$ cat config.mk
export PLATFORM = sky130hd
export DESIGN_NAME = trig_seq
export DESIGN_NICKNAME = d
export VERILOG_FILES = /design/src/rtl/trig_seq_pkg.sv /design/src/rtl/trig_seq_cfg.sv /design/src/rtl/trig_seq_eval.sv /design/src/rtl/trig_seq_cnt.sv /design/src/rtl/trig_seq.sv
export SDC_FILE = /design/constraint.sdc
export NUM_CORES = 1
export LEC_CHECK = 0
export BUFFER_PORTS_ARGS = -buffer_cell sky130_fd_sc_hd__buf_2
export CAP_MARGIN = 20
export CORE_MARGIN = 2
export CORE_UTILIZATION = 44
export DETAILED_ROUTE_END_ITERATION = 12
export GPL_TIMING_DRIVEN = 0
export SYNTH_ARGS = -nofsm -noshare
export SYNTH_HDL_FRONTEND = slang
export SYNTH_SLANG_ARGS = --single-unit
$ cat constraint.sdc
create_clock -name clk_i -period 3.1 [get_ports clk_i]
set_input_delay 0.465 -clock clk_i [delete_from_list [all_inputs] [get_ports clk_i]]
set_output_delay 0.465 -clock clk_i [all_outputs]
set_load 0.02 [all_outputs]
$ cat src/rtl/trig_seq_pkg.sv
package trig_seq_pkg;

  typedef enum logic [1:0] {
    TRC_NONE   = 2'd0,
    TRC_START  = 2'd1,
    TRC_STOP   = 2'd2,
    TRC_SINGLE = 2'd3
  } trace_act_e;

  typedef enum logic [1:0] {
    TOUT_NONE   = 2'd0,
    TOUT_PULSE  = 2'd1,
    TOUT_ASSERT = 2'd2,
    TOUT_NEGATE = 2'd3
  } tout_act_e;

  typedef enum logic [2:0] {
    CNT_NONE  = 3'd0,
    CNT_INC   = 3'd1,
    CNT_START = 3'd2,
    CNT_STOP  = 3'd3,
    CNT_CLEAR = 3'd4
  } cnt_act_e;

  typedef struct packed {
    logic       fire;
    logic       trig;
    trace_act_e trace;
    tout_act_e  tout;
    cnt_act_e   cnt;
  } act_t;

endpackage

$ cat src/rtl/trig_seq_cfg.sv
module trig_seq_cfg #(
  parameter int N_STATES  = 4,
  parameter int N_ENTRIES = 2,
  parameter int CFG_W     = 21,
  parameter int CNT_W     = 32,
  localparam int STATE_W  = $clog2(N_STATES),
  localparam int ENT_W    = (N_ENTRIES > 1) ? $clog2(N_ENTRIES) : 1
) (
  input  logic                            clk_i,
  input  logic                            rst_ni,
  input  logic                            we_i,
  input  logic [STATE_W-1:0]              wr_state_i,
  input  logic [ENT_W-1:0]                wr_entry_i,
  input  logic [CFG_W-1:0]                wr_word_i,
  input  logic                            ctl_we_i,
  input  logic [CNT_W-1:0]                limit_i,
  input  logic                            timer_i,
  input  logic [STATE_W-1:0]              rd_state_i,
  output logic [N_ENTRIES-1:0][CFG_W-1:0] row_o,
  output logic [CNT_W-1:0]                limit_o,
  output logic                            timer_o
);

  logic [CFG_W-1:0] tbl_q [N_STATES][N_ENTRIES];

  always_ff @(posedge clk_i or negedge rst_ni) begin
    if (!rst_ni) begin
      for (int s = 0; s < N_STATES; s++)
        for (int e = 0; e < N_ENTRIES; e++)
          tbl_q[s][e] <= '0;
    end else if (we_i) begin
      tbl_q[wr_state_i][wr_entry_i] <= wr_word_i;
    end
  end

  always_ff @(posedge clk_i or negedge rst_ni) begin
    if (!rst_ni) begin
      limit_o <= '0;
      timer_o <= 1'b0;
    end else if (ctl_we_i) begin
      limit_o <= limit_i;
      timer_o <= timer_i;
    end
  end

  for (genvar e = 0; e < N_ENTRIES; e++) begin : g_row
    assign row_o[e] = tbl_q[rd_state_i][e];
  end

endmodule

$ cat src/rtl/trig_seq_eval.sv
module trig_seq_eval
  import trig_seq_pkg::*;
#(
  parameter int N_MATCH   = 8,
  parameter int N_ENTRIES = 2,
  parameter int STATE_W   = 2,
  parameter int CNT_W     = 32,
  parameter int CFG_W     = 21
) (
  input  logic [N_ENTRIES-1:0][CFG_W-1:0] row_i,
  input  logic                            sample_en_i,
  input  logic [N_MATCH-1:0]              match_i,
  input  logic [CNT_W-1:0]                cnt_i,
  input  logic [CNT_W-1:0]                limit_i,
  output act_t                            act_o,
  output logic                            goto_en_o,
  output logic [STATE_W-1:0]              goto_st_o
);

  localparam int L_USE  = N_MATCH;
  localparam int L_TRIG = N_MATCH + 1;
  localparam int L_TRC  = N_MATCH + 2;
  localparam int L_TOUT = N_MATCH + 4;
  localparam int L_CNT  = N_MATCH + 6;
  localparam int L_GEN  = N_MATCH + 9;
  localparam int L_GST  = N_MATCH + 10;
  localparam int L_EN   = N_MATCH + 10 + STATE_W;

  logic [N_ENTRIES-1:0] hit;
  logic                 cnt_ge;

  assign cnt_ge = (cnt_i >= limit_i);

  for (genvar e = 0; e < N_ENTRIES; e++) begin : g_hit
    logic [N_MATCH-1:0] mask;
    assign mask   = row_i[e][N_MATCH-1:0];
    assign hit[e] = sample_en_i && row_i[e][L_EN]
                 && ((match_i & mask) == mask)
                 && (!row_i[e][L_USE] || cnt_ge);
  end

  // lowest index wins
  logic [CFG_W-1:0] sel_w;
  always_comb begin
    sel_w = '0;
    for (int e = N_ENTRIES - 1; e >= 0; e--)
      if (hit[e]) sel_w = row_i[e];
  end

  always_comb begin
    act_o.fire  = |hit;
    act_o.trig  = sel_w[L_TRIG];
    act_o.trace = trace_act_e'(sel_w[L_TRC+:2]);
    act_o.tout  = tout_act_e'(sel_w[L_TOUT+:2]);
    act_o.cnt   = cnt_act_e'(sel_w[L_CNT+:3]);
    goto_en_o   = sel_w[L_GEN];
    goto_st_o   = sel_w[L_GST+:STATE_W];
  end

endmodule

$ cat src/rtl/trig_seq_cnt.sv
module trig_seq_cnt
  import trig_seq_pkg::*;
#(
  parameter int CNT_W = 32
) (
  input  logic             clk_i,
  input  logic             rst_ni,
  input  logic             rearm_i,
  input  logic             timer_i,
  input  logic             fire_i,
  input  cnt_act_e         act_i,
  output logic [CNT_W-1:0] cnt_o
);

  logic run_q;
  logic step;

  assign step = timer_i ? run_q : (fire_i && act_i == CNT_INC);

  always_ff @(posedge clk_i or negedge rst_ni) begin
    if (!rst_ni) begin
      cnt_o <= '0;
      run_q <= 1'b0;
    end else if (rearm_i) begin
      cnt_o <= '0;
      run_q <= 1'b0;
    end else begin
      if (fire_i && act_i == CNT_START)     run_q <= 1'b1;
      else if (fire_i && act_i == CNT_STOP) run_q <= 1'b0;
      if (fire_i && act_i == CNT_CLEAR) cnt_o <= '0;
      else if (step)                    cnt_o <= cnt_o + 1'b1;
    end
  end

endmodule

$ cat src/rtl/trig_seq.sv
module trig_seq
  import trig_seq_pkg::*;
#(
  parameter int N_MATCH   = 8,
  parameter int N_STATES  = 4,
  parameter int N_ENTRIES = 2,
  parameter int CNT_W     = 32,
  localparam int STATE_W  = $clog2(N_STATES),
  localparam int ENT_W    = (N_ENTRIES > 1) ? $clog2(N_ENTRIES) : 1,
  localparam int CFG_W    = N_MATCH + STATE_W + 11
) (
  input  logic               clk_i,
  input  logic               rst_ni,
  input  logic               rearm_i,
  input  logic               sample_en_i,
  input  logic [N_MATCH-1:0] match_i,
  input  logic               cfg_we_i,
  input  logic [STATE_W-1:0] cfg_state_i,
  input  logic [ENT_W-1:0]   cfg_entry_i,
  input  logic [CFG_W-1:0]   cfg_word_i,
  input  logic               cfg_ctl_we_i,
  input  logic [CNT_W-1:0]   cfg_limit_i,
  input  logic               cfg_timer_i,
  output logic               trig_o,
  output logic               trace_start_o,
  output logic               trace_stop_o,
  output logic               trace_single_o,
  output logic               trig_out_o,
  output logic [STATE_W-1:0] state_o
);

  logic [N_ENTRIES-1:0][CFG_W-1:0] row;
  logic [CNT_W-1:0]                limit, cnt;
  logic                            timer_mode;
  act_t                            act;
  logic                            goto_en;
  logic [STATE_W-1:0]              goto_st;
  logic                            tout_lvl_q, tout_pls_q;

  trig_seq_cfg #(
    .N_STATES (N_STATES),
    .N_ENTRIES(N_ENTRIES),
    .CFG_W    (CFG_W),
    .CNT_W    (CNT_W)
  ) u_cfg (
    .clk_i     (clk_i),
    .rst_ni    (rst_ni),
    .we_i      (cfg_we_i),
    .wr_state_i(cfg_state_i),
    .wr_entry_i(cfg_entry_i),
    .wr_word_i (cfg_word_i),
    .ctl_we_i  (cfg_ctl_we_i),
    .limit_i   (cfg_limit_i),
    .timer_i   (cfg_timer_i),
    .rd_state_i(state_o),
    .row_o     (row),
    .limit_o   (limit),
    .timer_o   (timer_mode)
  );

  trig_seq_eval #(
    .N_MATCH  (N_MATCH),
    .N_ENTRIES(N_ENTRIES),
    .STATE_W  (STATE_W),
    .CNT_W    (CNT_W),
    .CFG_W    (CFG_W)
  ) u_eval (
    .row_i      (row),
    .sample_en_i(sample_en_i),
    .match_i    (match_i),
    .cnt_i      (cnt),
    .limit_i    (limit),
    .act_o      (act),
    .goto_en_o  (goto_en),
    .goto_st_o  (goto_st)
  );

  trig_seq_cnt #(
    .CNT_W(CNT_W)
  ) u_cnt (
    .clk_i  (clk_i),
    .rst_ni (rst_ni),
    .rearm_i(rearm_i),
    .timer_i(timer_mode),
    .fire_i (act.fire),
    .act_i  (act.cnt),
    .cnt_o  (cnt)
  );

  always_ff @(posedge clk_i or negedge rst_ni) begin
    if (!rst_ni) begin
      state_o        <= '0;
      trig_o         <= 1'b0;
      trace_start_o  <= 1'b0;
      trace_stop_o   <= 1'b0;
      trace_single_o <= 1'b0;
      tout_lvl_q     <= 1'b0;
      tout_pls_q     <= 1'b0;
    end else if (rearm_i) begin
      state_o        <= '0;
      trig_o         <= 1'b0;
      trace_start_o  <= 1'b0;
      trace_stop_o   <= 1'b0;
      trace_single_o <= 1'b0;
      tout_lvl_q     <= 1'b0;
      tout_pls_q     <= 1'b0;
    end else begin
      if (act.fire && goto_en) state_o <= goto_st;
      if (act.fire && act.trig) trig_o <= 1'b1;
      trace_start_o  <= act.fire && act.trace == TRC_START;
      trace_stop_o   <= act.fire && act.trace == TRC_STOP;
      trace_single_o <= act.fire && act.trace == TRC_SINGLE;
      tout_pls_q     <= act.fire && act.tout == TOUT_PULSE;
      if (act.fire && act.tout == TOUT_ASSERT)      tout_lvl_q <= 1'b1;
      else if (act.fire && act.tout == TOUT_NEGATE) tout_lvl_q <= 1'b0;
    end
  end

  assign trig_out_o = tout_lvl_q | tout_pls_q;

endmodule

-- Word level (Yosys, flattened, before mapping)
Cells that the tools add are included.
- bits in registers: 242
- bits of input ports: 71
- output and inout bits: 7
- $add $sub $neg: 1
- $lt $le $gt $ge: 6
- equal/unequal tests: 12
- muxes and demuxes: 28
- bitwise logic cells: 6
- reductions and logical operators: 30
- operators with widths (operator ; number):
    bitwise mux 168 bit ; 1
    two-way mux 42 bit ; 3
    two-way mux 32 bit ; 3
    binary-select mux 42 bit (select 2 bit) ; 1
    demux 42 bit (select 2 bit) ; 1
    two-way mux 20 bit ; 2
    adder 32 x 1 -> 32 bit, second input constant ; 1
    >= comparator 32 bit ; 1
    demux 21 bit (select 1 bit) ; 1
    two-way mux 21 bit ; 1
    logical AND 1 bit ; 20
    bitwise AND 8 bit ; 2
    == test 8 bit ; 2
    two-way mux 1 bit ; 13
    nonzero test 3 bit ; 3
    == test 2 bit, second input constant ; 4
    == test 3 x 2 -> 1 bit, second input constant ; 2
    >= comparator 3 bit, second input constant ; 2
    NOT 2 -> 3 bit ; 2
    == test 2 x 1 -> 1 bit, second input constant ; 2
    two-way mux 2 bit ; 2
    nonzero test 2 bit ; 2
    == test 3 x 1 -> 1 bit, second input constant ; 1
    == test 3 bit, second input constant ; 1
    8 further kinds ; 10

-- Depth between registers and ports, before layout
- depth after elaboration: 16
- gate-level depth with buffers: 14

-- Hierarchy
From an unflattened synthesis, not the netlist that was laid out.
- cells, all modules: 871
- area, all modules: 11895.2 um2
- modules (own cells, without submodules) (module ; times used ; cells each ; area each (um2) ; seq. area each (um2)):
    trig_seq_cfg ; 1 ; 482 ; 8550.7 ; 5029.8
    trig_seq_cnt ; 1 ; 186 ; 1762.9 ; 825.8
    trig_seq_eval ; 1 ; 178 ; 1243.7 ; 0.0
    trig_seq ; 1 ; 25 ; 337.8 ; 200.2

-- Worst setup path before layout
Ideal clock, no wire load.
- path type: flip-flop to flip-flop
- start: register state_o[0]
- end: register u_cnt.cnt_o[29]
- library setup time: 0.078 ns
- data arrival time: 3.176 ns
- setup slack: -0.154 ns
- stages on the path, launching flop included: 11
- buffers on the path: 4
- clock period less this slack: 3.254 ns
- path through: dfrtp_1 -> buf_6 -> buf_6 -> buf_4 -> mux4_2 -> or3b_1 -> nor4b_4 -> nor2_2 -> buf_2 -> or4_1 -> a21oi_1
- word-level cells in the longest chain between the ends: 14
- elaborated cells on any way between the ends: 29
- classes of those cells: eq/ne: 4; mux: 8; bitwise: 3; reduce/logical: 14
- ends and longest elaborated chain (what ; RTL line ; RTL):
    start: declaration ; trig_seq.sv:29 ; output logic [STATE_W-1:0] state_o
    start signal: assignment ; trig_seq.sv:108 ; if (act.fire && goto_en) state_o <= goto_st;
    NOT 2 -> 3 bit (implied by the code) (*) ; trig_seq_cfg.sv:47 ; assign row_o[e] = tbl_q[rd_state_i][e];
    binary-select mux 42 bit (select 2 bit) (*) ; trig_seq_cfg.sv:47 ;
    two-way mux 42 bit (implied by the code) (*) (2 in series) ; trig_seq_cfg.sv:47 ;
    bitwise AND 8 bit ; trig_seq_eval.sv:38 ; && ((match_i & mask) == mask)
    == test 8 bit ; trig_seq_eval.sv:38 ;
    logical AND 1 bit ; trig_seq_eval.sv:38 ;
    logical AND 1 bit ; trig_seq_eval.sv:39 ; && (!row_i[e][L_USE] || cnt_ge);
    two-way mux 20 bit (2 in series) ; trig_seq_eval.sv:47 ; if (hit[e]) sel_w = row_i[e];
    == test 3 x 1 -> 1 bit / == test 3 bit (equally long branches) ; trig_seq_cnt.sv:18, trig_seq_cnt.sv:30 ;
    logical AND 1 bit (on tied branches) ; trig_seq_cnt.sv:18, trig_seq_cnt.sv:30 ;
    two-way mux 1 bit / two-way mux 32 bit (equally long branches) ; trig_seq_cnt.sv:18, trig_seq_cnt.sv:30 ;
    nonzero test 3 bit (no source line) / two-way mux 32 bit (equally long branches) ; - ;
    end signal: assignment ; trig_seq_cnt.sv:31 ; else if (step) cnt_o <= cnt_o + 1'b1;
    end: declaration ; trig_seq_cnt.sv:12 ; output logic [CNT_W-1:0] cnt_o
Every way passes the cells marked *; elsewhere a longest branch is shown, timed or not. The select of a mux whose other input is x is not followed.
A chain may end at the register's enable or synchronous reset.

-- Worst setup path in the final report
- start: register state_o[0]
- end: register u_cnt.cnt_o[19]
The elaborated chain is that of the path after synthesis.

==> qor.csv <==
stage;metric;value;unit
logic_synthesis;syn-cell-area;11600;um^2
placed_design;preCtsSetupSlack;-1.17;ns
finish;drive_above_1_share;0.398;
floorplanning;io_pins;78;
timing;layout_min_cycle_time;3.27;ns
power_and_ir_drop;power_leakage;6.15;nW
logic_synthesis;synth-seq-area-share;0.520;
flow_run;cap_violations;0;
floorplanning;initial_utilization;0.448;
detailed_routing;first_pass_iters;4;
global_route;grt_start_max_net_pins;117;
clock_tree;clock_path_buffers;3;
clock_tree;clkLatencyLatePin;0.55;ns
logic_synthesis;synth_top_flop_cell;dfrtp_1;
clock_tree;root_buffer;clkbuf_16;
detailed_routing;wl_per_cell;19.5;um
detailed_routing;routed-via-count;7756;
finish;area_growth;22.2;%
logic_synthesis;synthTopCellsByArea;dfrtp_1 (52%), mux2_2 (17%), mux4_2 (6.8%);
worst_setup_path;cp-end-kind;flip-flop;
timing;fin_crit_sh;1.05;
worst_setup_path;r2r_slack;-0.17;ns
worst_setup_path;crit_type;reg -> reg;
worst_setup_path;cp.required;3.56;ns
detailed_routing;postRouteAntennaNets;0;
logic_synthesis;yosysWarnings;0;
min_path;min_path_type;in -> reg;
placed_design;dp_hpwl;17900;um
detailed_routing;top_layer;met5;
floorplanning;rows;59;
global_route;grt_remaining_overflow;0;
floorplanning;placeableCoreArea;26000;um^2
global_route;grt_pass1_wl;45400;um
clock_tree;cts_buffers;27;
global_route;grt_pass1_vias;8256;
placed_design;globalplace.congestion;0.768;
worst_setup_path;r2r_cells;13;
detailed_routing;drt-met1-wl;12300;um
status;violations;negative setup slack;
min_path;hold_path.startpoint;cfg_limit_i[11];
floorplanning;fp.dieH;167;um
timing;fmax;0.306;GHz
status;status;finished, violations left;
clock_tree;clock-sinks;242;
timing;finalMaxSlewViolations;0;
min_path;min_to;u_cfg.limit_o[11];
global_route;antenna_found_initial;2;
logic_synthesis;postSynthAreaPerCell;12.6;um^2
worst_setup_path;cp-start-kind;flip-flop;
placed_design;port_buffers;76;
detailed_routing;wl_met3;1080;um
min_path;holdPathStages;3;
worst_setup_path;slowest_stage;mux4_2;
worst_setup_path;rr_endpoint;u_cnt.cnt_o[19];
logic_synthesis;netlist_instances;927;
worst_setup_path;reg2reg_from;state_o[0];
worst_setup_path;max_stage_delay;0.52;ns
timing;setup_viol_count_final;31;
worst_setup_path;path_cells;buf_8, buf_12, mux4_2, nand2b_1, nand4_1, a211oi_4, o31ai_4, nor4b_4, buf_6, nor2_4, buf_4, or4_4, a21oi_2;
logic_synthesis;synth_edf_count;0;
logic_synthesis;synth_top_area_frac;0.520;
timing;setup_tns;-1.92;ns
detailed_routing;wirelength;27800;um
detailed_routing;drt-vias-per-instance;5.44;
power_and_ir_drop;ir_drop;0.475;mV
timing;finClkSkew;0.0224;ns
floorplanning;dieArea;27800;um^2
timing;fin_ws;-0.166;ns
detailed_routing;met2RoutedLength;14000;um
detailed_routing;drt_iter0_drc;316;
floorplanning;die_w;167;um
logic_synthesis;synthArstFlopShare;1.00;
finish;nNetsFinal;1174;
timing;hold_viol;0;
worst_setup_path;crit_arrival;3.73;ns
timing;max-slew-margin-rel;0.386;
clock_tree;clkTransAtPathRegs;0.06;ns
worst_setup_path;critical_path.max_fanout;5;
logic_synthesis;syn_nets;1031;
power_and_ir_drop;cellPowerDensity;607;nW/um^2
logic_synthesis;synthDistinctLibCells;59;
clock_tree;h-tree-depth;1;
detailed_routing;drc;0;
global_route;groute.usage.overall;0.204;
timing;rsz0062_at_grt;true;
clock_tree;cts_tree;done;
timing;tightest_slew;0.922;ns
logic_synthesis;ys_ff_latch;242;
logic_synthesis;synth_area_leader_cell;dfrtp_1;
finish;final_core_util;0.548;
-- state kept, by name (all words and copies together), names as in the netlist --
register and count:
trace_stop_o 1, trace_single_o 1, u_cfg.tbl_q 168, u_cfg.timer_o 1, tout_lvl_q 1, state_o 2, tout_pls_q 1, u_cnt.run_q 1
u_cfg.limit_o 32, trace_start_o 1, trig_o 1, u_cnt.cnt_o 32
-- through the flow --
step / cells / cell area, um^2 / power (mW) / hold slack [ns]
2_1_floorplan: 927 / 11700 / 4.76 / 0.169
3_3_place_gp: 1338 / 12500 / 5.11 / 0.481
3_5_place_dp: 1340 / 12500 / 5.16 / 0.349
4_1_cts: 1415 / 14000 / 8.70 / 0.120
5_1_grt: 1426 / 14200 / 9.05 / 0.138
6_report: 1427 / 14200 / 8.63 / 0.138
-- timing repair --
action	in CTS	in global routing
setup buffers	21	10
gates cloned	3	1
hold buffers	1	0
endpoints found under the setup margin	41	40
endpoints found under the hold margin	31	0
resized for setup	59	44
pin swaps	27	30
-- layout by cell type, fill, tap and decap left out, types with 8 or more instances in the layout --
cell / synthesis / routed
a21oi_1: 33 / 25
a21oi_2: 0 / 8
buf_1: 9 / 8
buf_2: 4 / 76
buf_4: 2 / 29
buf_6: 2 / 8
clkbuf_1: 27 / 20
clkbuf_16: 0 / 29
clkbuf_8: 0 / 10
dfrtp_1: 242 / 239
ha_1: 33 / 32
inv_1: 46 / 44
mux2_2: 173 / 173
mux4_2: 35 / 35
nand2_1: 61 / 61
nand2b_1: 18 / 18
nand3_1: 9 / 9
nand4_1: 18 / 18
nor2_1: 37 / 35
o21ai_0: 56 / 48
or3_1: 10 / 8
xnor2_1: 8 / 8
xor2_1: 10 / 10
-- worst max-delay path, delay by kind of cell (launching register included) --
family                 cells  cell delay (ns)
AO/OA/AOI/OAI              3             0.56
buffers and inverters      4             0.56
flip-flops                 1             0.39
multiplexers               1             0.52
AND/OR/NAND/NOR            5             1.11
-- report_power, final --
group	leakage, nW	switching (mW)	internal (mW)
logic	2.68	0.537	0.722
registers	2.98	0.242	3.68
clock network	0.486	1.32	2.13
-- how the worst max path moves through the flow --
stage | startpoint | to | slack, ns | cells after the start
2_1_floorplan | state_o[0] | u_cnt.cnt_o[29] | -0.07 | 10
3_3_place_gp | rst_ni | state_o[0] | -3.41 | 1
3_5_place_dp | u_cnt.cnt_o[0] | u_cnt.cnt_o[6] | -1.17 | 13
4_1_cts | state_o[0] | u_cnt.cnt_o[29] | -0.14 | 13
5_1_grt | u_cnt.cnt_o[26] | u_cnt.cnt_o[29] | -0.28 | 13
6_report | state_o[0] | u_cnt.cnt_o[19] | -0.17 | 13
-- cells in the mapped netlist, types with 3 or more instances --
cell	number
ha_1	33
and3_1	3
nand4_1	18
nor3_1	5
nor3b_1	5
a21o_1	5
a21oi_1	33
buf_2	4
o31ai_1	5
and2_1	4
clkbuf_1	27
or3_1	10
nand4b_1	3
o31a_1	4
nand2b_1	18
xnor2_1	8
nand3_1	9
mux4_2	35
nand3b_1	3
o21ai_0	56
xor2_1	10
dfrtp_1	242
o2111ai_1	7
inv_1	46
or4_1	3
buf_1	9
mux2i_1	5
nor2b_1	6
nor2_1	37
mux2_2	173
nand2_1	61
o211ai_1	5
-- layer usage --
layer  vias up  global-route usage
li1       3671                   -
met1      3905               0.278
met2       141               0.345
met3        37              0.0304
met4         2              0.0502
met5         -                   0
-- cell type report --
cell class	count	area (um^2)
Buffer	44	307
Tap cell	335	419
Sequential cell	242	6060
Clock buffer	37	793
Fill cell	2225	11800
Antenna cell	1	2.50
Timing Repair Buffer	114	790
Multi-Input combinational cell	595	5500
Clock inverter	13	183
Inverter	46	176
-- cell families after synthesis --
kind of cell	synth area share
adders and majority gates	0.0355
xor gates and xnor gates	0.0135
DFF	0.520
AOI/OAI and AO/OA	0.0710
muxes	0.239
and+or+nand+nor	0.0892
buffers and inverters	0.0314
Note: power is estimated with default switching activity, not from simulation.
